File: src/rtl/dtim_pkg.sv
package dtim_pkg;
  localparam int DW     = 32;
  localparam int AW     = 12;
  localparam int PRE_W  = 8;
  localparam int N_TMR  = 2;
  localparam int CTRL_W = 8;

  // control bit positions (software decodes these)
  localparam int C_ONESHOT = 0;
  localparam int C_WIDE    = 1;
  localparam int C_PRE_LO  = 2;
  localparam int C_IE      = 5;
  localparam int C_PERIOD  = 6;
  localparam int C_RUN     = 7;

  localparam logic [CTRL_W-1:0] CTRL_RESET = 8'h20;

  // word indices inside one counter
  localparam logic [2:0] W_LOAD  = 3'd0;
  localparam logic [2:0] W_COUNT = 3'd1;
  localparam logic [2:0] W_CTRL  = 3'd2;
  localparam logic [2:0] W_CLR   = 3'd3;
  localparam logic [2:0] W_RAW   = 3'd4;
  localparam logic [2:0] W_MSK   = 3'd5;
  localparam logic [2:0] W_BGLD  = 3'd6;

  function automatic logic [7:0] id_byte(input logic [2:0] idx);
    case (idx)
      3'd0: id_byte = 8'h04;
      3'd1: id_byte = 8'h18;
      3'd2: id_byte = 8'h14;
      3'd3: id_byte = 8'h00;
      3'd4: id_byte = 8'h0D;
      3'd5: id_byte = 8'hF0;
      3'd6: id_byte = 8'h05;
      default: id_byte = 8'hB1;
    endcase
  endfunction

  function automatic logic [DW-1:0] width_mask(input logic wide);
    width_mask = wide ? {DW{1'b1}} : {{(DW-16){1'b0}}, 16'hFFFF};
  endfunction

  function automatic logic [PRE_W-1:0] pre_limit(input logic [1:0] code);
    case (code)
      2'b01:   pre_limit = PRE_W'(8'h0F);
      2'b10:   pre_limit = PRE_W'(8'hFF);
      default: pre_limit = '0;
    endcase
  endfunction

  function automatic logic [DW-1:0] reload_value(input logic [CTRL_W-1:0] c,
                                                 input logic [DW-1:0] lim);
    logic [DW-1:0] m;
    m = width_mask(c[C_WIDE]);
    if (!c[C_ONESHOT] && !c[C_PERIOD]) reload_value = m;
    else                               reload_value = lim & m;
  endfunction
endpackage

File: src/rtl/dtim_core.sv
module dtim_core
  import dtim_pkg::*;
(
  input  logic          clk,
  input  logic          rst_n,
  input  logic          tick,
  input  logic          wr,
  input  logic [2:0]    widx,
  input  logic [DW-1:0] wdata,
  output logic [DW-1:0] rdata,
  output logic          irq,
  output logic          step,
  output logic          wrap,
  output logic          ris_o,
  output logic [DW-1:0] count_o
);
  logic [CTRL_W-1:0] ctrl;
  logic [DW-1:0]     limit, count;
  logic [PRE_W-1:0]  pre;
  logic              ris;

  logic [DW-1:0]    msk;
  logic [PRE_W-1:0] pmax;
  logic             cfg_wr, wr_ctrl, wr_load, wr_bg, wr_clr;
  logic             advance, at_zero;

  always_comb begin
    msk     = width_mask(ctrl[C_WIDE]);
    pmax    = pre_limit(ctrl[C_PRE_LO +: 2]);
    wr_ctrl = wr && (widx == W_CTRL);
    wr_load = wr && (widx == W_LOAD);
    wr_bg   = wr && (widx == W_BGLD);
    wr_clr  = wr && (widx == W_CLR);
    cfg_wr  = wr_ctrl || wr_load || wr_bg;
    advance = ctrl[C_RUN] && tick && !cfg_wr;
    step    = advance && (pre == pmax);
    at_zero = ((count & msk) == '0);
    wrap    = step && at_zero;
  end

  always_ff @(posedge clk or negedge rst_n) begin
    if (!rst_n) begin
      ctrl  <= CTRL_RESET;
      limit <= '0;
      count <= '0;
      pre   <= '0;
    end else if (wr_ctrl) begin
      ctrl <= wdata[CTRL_W-1:0];
      pre  <= '0;
      if (wdata[C_RUN]) count <= reload_value(wdata[CTRL_W-1:0], limit);
    end else if (wr_load) begin
      limit <= wdata;
      count <= reload_value(ctrl, wdata);
    end else if (wr_bg) begin
      limit <= wdata;
    end else if (advance) begin
      if (step) begin
        pre <= '0;
        if (!at_zero)             count <= (count - 1'b1) & msk;
        else if (ctrl[C_ONESHOT]) ctrl[C_RUN] <= 1'b0;
        else                      count <= reload_value(ctrl, limit);
      end else begin
        pre <= pre + 1'b1;
      end
    end
  end

  always_ff @(posedge clk or negedge rst_n) begin
    if (!rst_n)      ris <= 1'b0;
    else if (wrap)   ris <= 1'b1;
    else if (wr_clr) ris <= 1'b0;
  end

  always_comb begin
    case (widx)
      W_LOAD, W_BGLD: rdata = limit;
      W_COUNT:        rdata = count;
      W_CTRL:         rdata = {{(DW-CTRL_W){1'b0}}, ctrl};
      W_RAW:          rdata = {{(DW-1){1'b0}}, ris};
      W_MSK:          rdata = {{(DW-1){1'b0}}, ris & ctrl[C_IE]};
      default:        rdata = '0;
    endcase
  end

  assign irq     = ris && ctrl[C_IE];
  assign ris_o   = ris;
  assign count_o = count;
endmodule

File: src/rtl/dtim_decode.sv
module dtim_decode
  import dtim_pkg::*;
(
  input  logic [AW-1:0]           addr,
  input  logic                    wr,
  input  logic [N_TMR-1:0][DW-1:0] t_rdata,
  output logic [N_TMR-1:0]        t_wr,
  output logic [2:0]              widx,
  output logic [DW-1:0]           rdata
);
  localparam int SEL_BIT = 5;
  localparam int HI_LSB  = 6;

  logic in_tmr, id_hit, tsel;

  always_comb begin
    in_tmr = (addr[AW-1:HI_LSB] == '0);
    id_hit = (addr[AW-1:SEL_BIT] == '1);
    tsel   = addr[SEL_BIT];
    widx   = addr[4:2];
    for (int i = 0; i < N_TMR; i++)
      t_wr[i] = wr && in_tmr && (tsel == 1'(i));
    if (in_tmr)      rdata = t_rdata[tsel];
    else if (id_hit) rdata = {{(DW-8){1'b0}}, id_byte(widx)};
    else             rdata = '0;
  end
endmodule

File: src/rtl/dual_timer_id.sv
module dual_timer_id
  import dtim_pkg::*;
(
  input  logic             clk,
  input  logic             rst_n,
  input  logic             bus_wr,
  input  logic [AW-1:0]    bus_addr,
  input  logic [DW-1:0]    bus_wdata,
  output logic [DW-1:0]    bus_rdata,
  input  logic [N_TMR-1:0] tmr_tick,
  output logic [N_TMR-1:0] tmr_irq,
  output logic             irq_any
);
  logic [N_TMR-1:0][DW-1:0] t_rdata;
  logic [N_TMR-1:0][DW-1:0] t_count;
  logic [N_TMR-1:0]         t_wr, t_step, t_wrap, t_ris;
  logic [2:0]               widx;

  dtim_decode u_dec (
    .addr    (bus_addr),
    .wr      (bus_wr),
    .t_rdata (t_rdata),
    .t_wr    (t_wr),
    .widx    (widx),
    .rdata   (bus_rdata)
  );

  for (genvar g = 0; g < N_TMR; g++) begin : g_tmr
    dtim_core u_core (
      .clk     (clk),
      .rst_n   (rst_n),
      .tick    (tmr_tick[g]),
      .wr      (t_wr[g]),
      .widx    (widx),
      .wdata   (bus_wdata),
      .rdata   (t_rdata[g]),
      .irq     (tmr_irq[g]),
      .step    (t_step[g]),
      .wrap    (t_wrap[g]),
      .ris_o   (t_ris[g]),
      .count_o (t_count[g])
    );
  end

  assign irq_any = |tmr_irq;
endmodule

File: config.mk
export PLATFORM = sky130hd
export DESIGN_NAME = dual_timer_id
export DESIGN_NICKNAME = d
export VERILOG_FILES = /design/src/rtl/dtim_pkg.sv /design/src/rtl/dtim_core.sv /design/src/rtl/dtim_decode.sv /design/src/rtl/dual_timer_id.sv
export SDC_FILE = /design/constraint.sdc
export NUM_CORES = 1
export LEC_CHECK = 0
export BUFFER_PORTS_ARGS = -buffer_cell sky130_fd_sc_hd__buf_4
export CORE_MARGIN = 1.5
export CORE_UTILIZATION = 55
export CTS_CLUSTER_DIAMETER = 100
export DETAILED_ROUTE_END_ITERATION = 12
export PLACE_DENSITY = 0.79
export SYNTH_ARGS = -nofsm -noshare
export SYNTH_HDL_FRONTEND = slang
export SYNTH_SLANG_ARGS = --single-unit
File: constraint.sdc
create_clock -name clk -period 5.6 [get_ports clk]
set_input_delay 0.28 -clock clk [delete_from_list [all_inputs] [get_ports clk]]
set_output_delay 0.28 -clock clk [all_outputs]
set_load 0.01 [all_outputs]
## After elaboration in Yosys (flattened, before gate mapping)

Index checks and enable logic that the tools add are counted.

| storage, ports and cells | value |
|---|---|
| register bits | 162 |
| latch bits | 0 |
| bits in writable memories | 0 |
| ROM bits | 0 |
| input bits | 49 |
| output and inout port bits | 35 |
| word-level logic and storage cells | 187 |
| memories kept | 0 |

| operators by class | value |
|---|---|
| add/sub/neg operators | 4 |
| multiply operators | 0 |
| div/mod/pow operators | 0 |
| magnitude comparators | 1 |
| equality and inequality tests | 23 |
| shifts and indexed selects | 0 |
| multiplexer cells | 66 |
| bitwise logic cells | 15 |
| reduce and logical (&&, ||, !) cells | 66 |

Operator list:

| cell | number |
|---|---|
| two-way mux 32 bit | 32 |
| AND 32 bit | 10 |
| one-hot mux 32 bit (5 select lines) | 2 |
| two-way mux 8 bit | 11 |
| zero test 32 bit | 2 |
| subtractor 32 x 1 -> 32 bit (second input constant) | 2 |
| one-hot mux 8 bit (7 select lines) | 1 |
| one-hot mux 8 bit (2 select lines) | 2 |
| logical AND 1 bit | 24 |
| nonzero test 2 bit | 12 |
| two-way mux 1 bit | 18 |
| adder 8 x 1 -> 8 bit (second input constant) | 2 |
| equality test 8 bit | 2 |
| AND reduction 6 bit | 2 |
| nonzero test 3 bit | 4 |
| AND reduction 5 bit | 2 |
| equality test 3 bit (second input constant) | 3 |
| zero test 1 bit | 8 |
| inequality test 2 x 1 -> 1 bit (second input constant) | 4 |
| inequality test 4 bit (second input constant) | 2 |
| equality test 7 bit (second input constant) | 1 |
| equality test 3 x 2 -> 1 bit (second input constant) | 2 |
| zero test 6 bit | 1 |
| inequality test 3 x 1 -> 1 bit (second input constant) | 2 |
| 12 further kinds | 24 |

## Longest topological paths before layout

| logic depth | value |
|---|---|
| depth in word-level cells | 14 |
| gate-level depth with buffers | 11 |

## Cells and area by module

A second synthesis with hierarchy kept.

| unflattened totals | value |
|---|---|
| cell total of the unflattened synthesis | 1379 |
| area total of the unflattened synthesis | 11690.0 um^2 |

By module, submodules not included:

| module | instances | cells an instance | area an instance (um^2) | sequential area each (um^2) |
|---|---|---|---|---|
| dtim_core (g_tmr[0].u_core) | 1 | 649 | 5551.6 | 2028.2 |
| dtim_core (g_tmr[1].u_core) | 1 | 638 | 5500.3 | 2028.2 |
| dtim_decode | 1 | 91 | 631.9 | 0.0 |
| dual_timer_id | 1 | 1 | 6.3 | 0.0 |

## Least setup slack after synthesis

No wires, ideal clock.

| timing path | value |
|---|---|
| path type | flip-flop to flip-flop |
| start point | register g_tmr[0].u_core.count[24] |
| end point | register g_tmr[0].u_core.count[12] |
| library setup time | 0.125 ns |
| arrival time | 2.654 ns |
| required time | 5.475 ns |
| setup slack | 2.821 ns |
| cell stages (with the launch flop) | 10 |
| clock period less this slack | 2.779 ns |
| cells stage by stage | dfrtp_1 buf_6 or4_4 or4_4 o31ai_4 nand2_4 buf_6 o31ai_1 a21oi_1 mux2_2 |

| on the way | value |
|---|---|
| longest elaborated chain between the ends | 8 |
| elaborated cells between the ends (all ways) | 10 |

Ends and longest elaborated chain:

| element | line | RTL |
|---|---|---|
| start, declared | dtim_core.sv:18 | `logic [DW-1:0] limit, count;` |
| start signal, assigned | dtim_core.sv:50 | `if (wdata[C_RUN]) count <= reload_value(wdata[CTRL_W-1:0], limit);` |
| start signal, assigned | dtim_core.sv:53 | `count <= reload_value(ctrl, wdata);` |
| start signal, assigned | dtim_core.sv:59 | `if (!at_zero) count <= (count - 1'b1) & msk;` |
| AND 32 bit (*) | dtim_core.sv:37 | `at_zero = ((count & msk) == '0);` |
| zero test 32 bit (*) | dtim_core.sv:37 |  |
| two-way mux 32 bit | dtim_core.sv:59 |  |
| two-way mux 32 bit | dtim_core.sv:57 | `if (step) begin` |
| two-way mux 32 bit | dtim_core.sv:56 | `end else if (advance) begin` |
| two-way mux 32 bit | dtim_core.sv:54 | `end else if (wr_bg) begin` |
| two-way mux 32 bit | dtim_core.sv:51 | `end else if (wr_load) begin` |
| two-way mux 32 bit | dtim_core.sv:47 | `end else if (wr_ctrl) begin` |

Mark *: on every way between the ends. The rest lies on a longest branch, timed or not. The select of a mux whose other input is x is not followed.
A chain may end at the register's enable or synchronous reset.

## Worst setup path in the final report

| timing path | value |
|---|---|
| start point | register g_tmr[0].u_core.ctrl[2] |
| end point | register g_tmr[0].u_core.count[31] |

| on the way | value |
|---|---|
| longest elaborated chain between the ends | 6 |
| elaborated cells between the ends (all ways) | 7 |

Ends and longest elaborated chain:

| element | line | RTL |
|---|---|---|
| start, declared | dtim_core.sv:17 | `logic [CTRL_W-1:0] ctrl;` |
| start signal, assigned | dtim_core.sv:48 | `ctrl <= wdata[CTRL_W-1:0];` |
| equality test 2 bit or equality test 2 x 1 -> 1 bit (tied branches) | dtim_pkg.sv:45 | `case (code)` |
| one-hot mux 8 bit (2 select lines) (*) | dtim_pkg.sv:45 |  |
| equality test 8 bit (*) | dtim_core.sv:36 | `step = advance && (pre == pmax);` |
| logical AND 1 bit (*) | dtim_core.sv:36 |  |
| nonzero test 3 bit (no line) (*) | n/a |  |
| AND reduction 5 bit (no line) (*) | n/a |  |

Mark *: on every way between the ends. The rest lies on a longest branch, timed or not.

==> run summary <==
CP required -> 5.93 ns
Clock Path Buffers -> 2
Skew-Pair Late Insertion Delay -> 0.44 ns
DRT Wirelength -> 36,700 um
Reg power frac -> 0.411
Number of global-route vias before repair -> 10.7k
Final Wtd Congestion -> 0.961
Most area-hungry cell type in the Yosys netlist -> dfrtp_1
# port buffers -> 81
WHS Path Cells -> 3
Syn. warnings -> 0
Worst R2R Setup Slack -> 1.97 ns
Area Growth Syn to Fin -> 12.4%
Worst reg2reg path depth -> 9
Fillers -> 1,700
Final #Nets -> 1,380
Sequential area share after synthesis -> 0.369
Crit path kind -> register to register
Critical-path cell list -> inv_1 -> ha_1 -> or4b_2 -> o32ai_1 -> o2111ai_1 -> a221oi_4 -> buf_4 -> o221ai_1 -> o22a_1
Worst-margin pin slew -> 1.30 ns
DRC errors left -> 0
Net count after synthesis -> 1,358
CP arrival -> 3.96 ns
Clock Pin Slew Worst Setup and Hold Paths -> 0.07 ns
Sw Share -> 0.331
Final Hold Viols -> 0
CTS tree -> done
Post-route cell area -> 12,400 um2
CTS H-tree lvls -> 4
Int Power -> 2.22 mW
Count of final setup violators -> 0
Combinational group share of total power -> 0.209
Gr usage total -> 0.362
Hold Crit Class -> input pin to register
Root Driver -> clkbuf_16
Post-CTS setup buffers -> 0
Relative slew slack -> 0.133
CTS sink cnt -> 162
Std-Cell Rows -> 51
Initial Util -> 0.563
Max-cap violations -> 0
Die height -> 144 um
Grt ovf -> 0
Synthesized area -> 11,000 um2
#FFs+latches synth -> 162
Post-synth top area share -> 0.364
WP buf/inv -> 2
Psw -> 1.10 mW
Die width -> 144 um
Avg WL per Cell -> 22.9 um
Clock Skews -> 0.0108 ns
Global-route wire length before repair -> 58,100 um
Cell family with the largest share of critical-path delay -> compound AO/OA/AOI/OAI gates
Leakage power -> 5.38 nW
Pwr Total -> 3.32 mW
Layout cells sized above 1 -> 0.174
Final Max Slew Viols -> 0
Initial antenna violation count -> 0
Largest net degree at the start of global routing -> 72
Crit path capture type -> register
CP max stage cell -> a221oi_4
Core area -> 19,500 um2
Die Footprint -> 20,900 um2
Period utilisation layout -> 0.648
Setup_tns -> 0 ns
Vias per inst -> 7.10
Final worst slack -> 1.97 ns
Post-Syn Instances -> 1,301
Clock power share -> 0.381
EDFF count, synth -> 0
Post-CTS resize count -> 0
Dpl hpwl -> 24,300 um
Worst setup SP type -> register
Synth area leaders -> dfrtp_1 (36%), mux2_2 (7.1%), nor2_1 (5.0%), nand2_1 (4.5%), a21oi_1 (3.6%)
Power Dens Cells -> 268 nW/um2
RSZ-0062 raised after global routing -> no
Post-place instance area -> 11,700 um2
Post-synth top cells -> dfrtp_1 (160), nor2_1 (147), nand2_1 (132), a21oi_1 (80), clkbuf_1 (77)
Achievable Freq -> 276 MHz
DR vias -> 11.4k
Hold_buf cts -> 1
Async S/R FF share, synth -> 1.00
Most common cell in the synthesized netlist -> dfrtp_1
Ys flop type -> dfrtp_1
Slowest stage delay, CP -> 0.92 ns
Total CTS buffers -> 17
Min cycle time layout -> 3.63 ns
Detailed Route Iter0 Violations -> 1,438
Status -> completed
Final antenna-violating net count -> 0
TritonRoute pass-1 iters -> 6
Avg Inst Size Synth -> 8.46 um2
Worst-path fanout max -> 22
Worst IR drop on VDD -> 209 uV
Pre-CTS setup slack -> 1.80 ns
Distinct cells, synth -> 69
IO Count -> 84
Antenna diode count -> 0
Number of cells on the critical path -> 9
==> final cells by class <==
type / instances / area (um2) / area share
multi-input cells: 1025 / 6530 / 0.528
flip-flops and latches: 162 / 4060 / 0.328
repair buffers: 101 / 764 / 0.0619
clock buffers: 18 / 429 / 0.0347
well taps: 265 / 332 / 0.0268
clock inverters: 14 / 190 / 0.0154
inverters: 16 / 60.1 / 0.00486
==> power by group through the flow <==
stage	sequential [mW]	combinational, mW	clock (mW)
after global placement	1.38	0.652	0
after detailed placement	1.38	0.667	0
after CTS	1.36	0.674	1.27
after floorplan	1.34	0.481	0
final	1.36	0.692	1.26
after global routing	1.38	0.752	1.32
==> final timing paths <==
check                                                    start                                 endpoint
max                        g_tmr[0].u_core.ctrl[2]$_DFFE_PN0P_  g_tmr[0].u_core.count_o[31]$_DFFE_PN0P_
max reg2reg                g_tmr[0].u_core.ctrl[2]$_DFFE_PN0P_  g_tmr[0].u_core.count_o[31]$_DFFE_PN0P_
min reg2reg                g_tmr[0].u_core.ctrl[5]$_DFFE_PN1P_      g_tmr[0].u_core.ctrl[5]$_DFFE_PN1P_
min in group asynchronous                                rst_n  g_tmr[1].u_core.count_o[29]$_DFFE_PN0P_
max in group asynchronous                                rst_n      g_tmr[0].u_core.ctrl[3]$_DFFE_PN0P_
min                                               bus_wdata[5]      g_tmr[0].u_core.ctrl[5]$_DFFE_PN1P_
==> worst reg2reg max path, delay by kind of cell, from the launching register on <==
kind                       cells  cell delay (ns)
AOI/OAI and AO/OA              5             1.89
adders and majority gates      1             0.29
and+or+nand+nor                1             0.58
buffers and inverters          2             0.40
DFF                            1             0.35
==> registers in the layout, indices dropped and copies added, names as in the netlist <==
register and cells:
g_tmr.u_core.count_o 64, g_tmr.u_core.ctrl 16, g_tmr.u_core.pre 16, g_tmr.u_core.ris_o 2, g_tmr.u_core.limit 64
==> routing by layer <==
layer,track usage,share of wire,vias to the layer above
met5,0,0,-
met4,0.196,0.057,0
met2,0.547,0.44,798
li1,-,-,4999
met1,0.485,0.39,5426
met3,0.0808,0.11,149
==> placed cells by master (no fill, tap or decap), drive strengths merged, types with 21 or more instances in the layout <==
master / instances
inv: 24
nor2: 147
or3: 27
a31oi: 36
a221oi: 32
nand2: 133
buf: 100
a211oi: 28
a22oi: 29
o22ai: 25
nand3: 39
o21ai: 45
nor3: 53
o22a: 27
a21oi: 80
xor2: 21
mux2: 69
dfrtp: 160
==> through the flow <==
step | util | hold slack, ns | instances
finish | 0.633 | 0.0997 | 1601
global route | 0.633 | 0.102 | 1601
floorplan | - | -0.0156 | 1301
CTS | 0.633 | 0.102 | 1601
detailed placement | 0.601 | 0.204 | 1568
global placement | 0.601 | 0.200 | 1568
==> cell families (layout without fill, tap and decap cells) <==
group / after synthesis / in the layout / synth area share
simple gates: 509 / 509 / 0.223
compound gates: 404 / 404 / 0.258
flops: 162 / 162 / 0.369
buf+inv: 114 / 149 / 0.0420
mux: 71 / 71 / 0.0725
xor+xnor: 33 / 33 / 0.0263
fa+ha+maj: 8 / 8 / 0.00910
(Power assumes the default switching activity.)
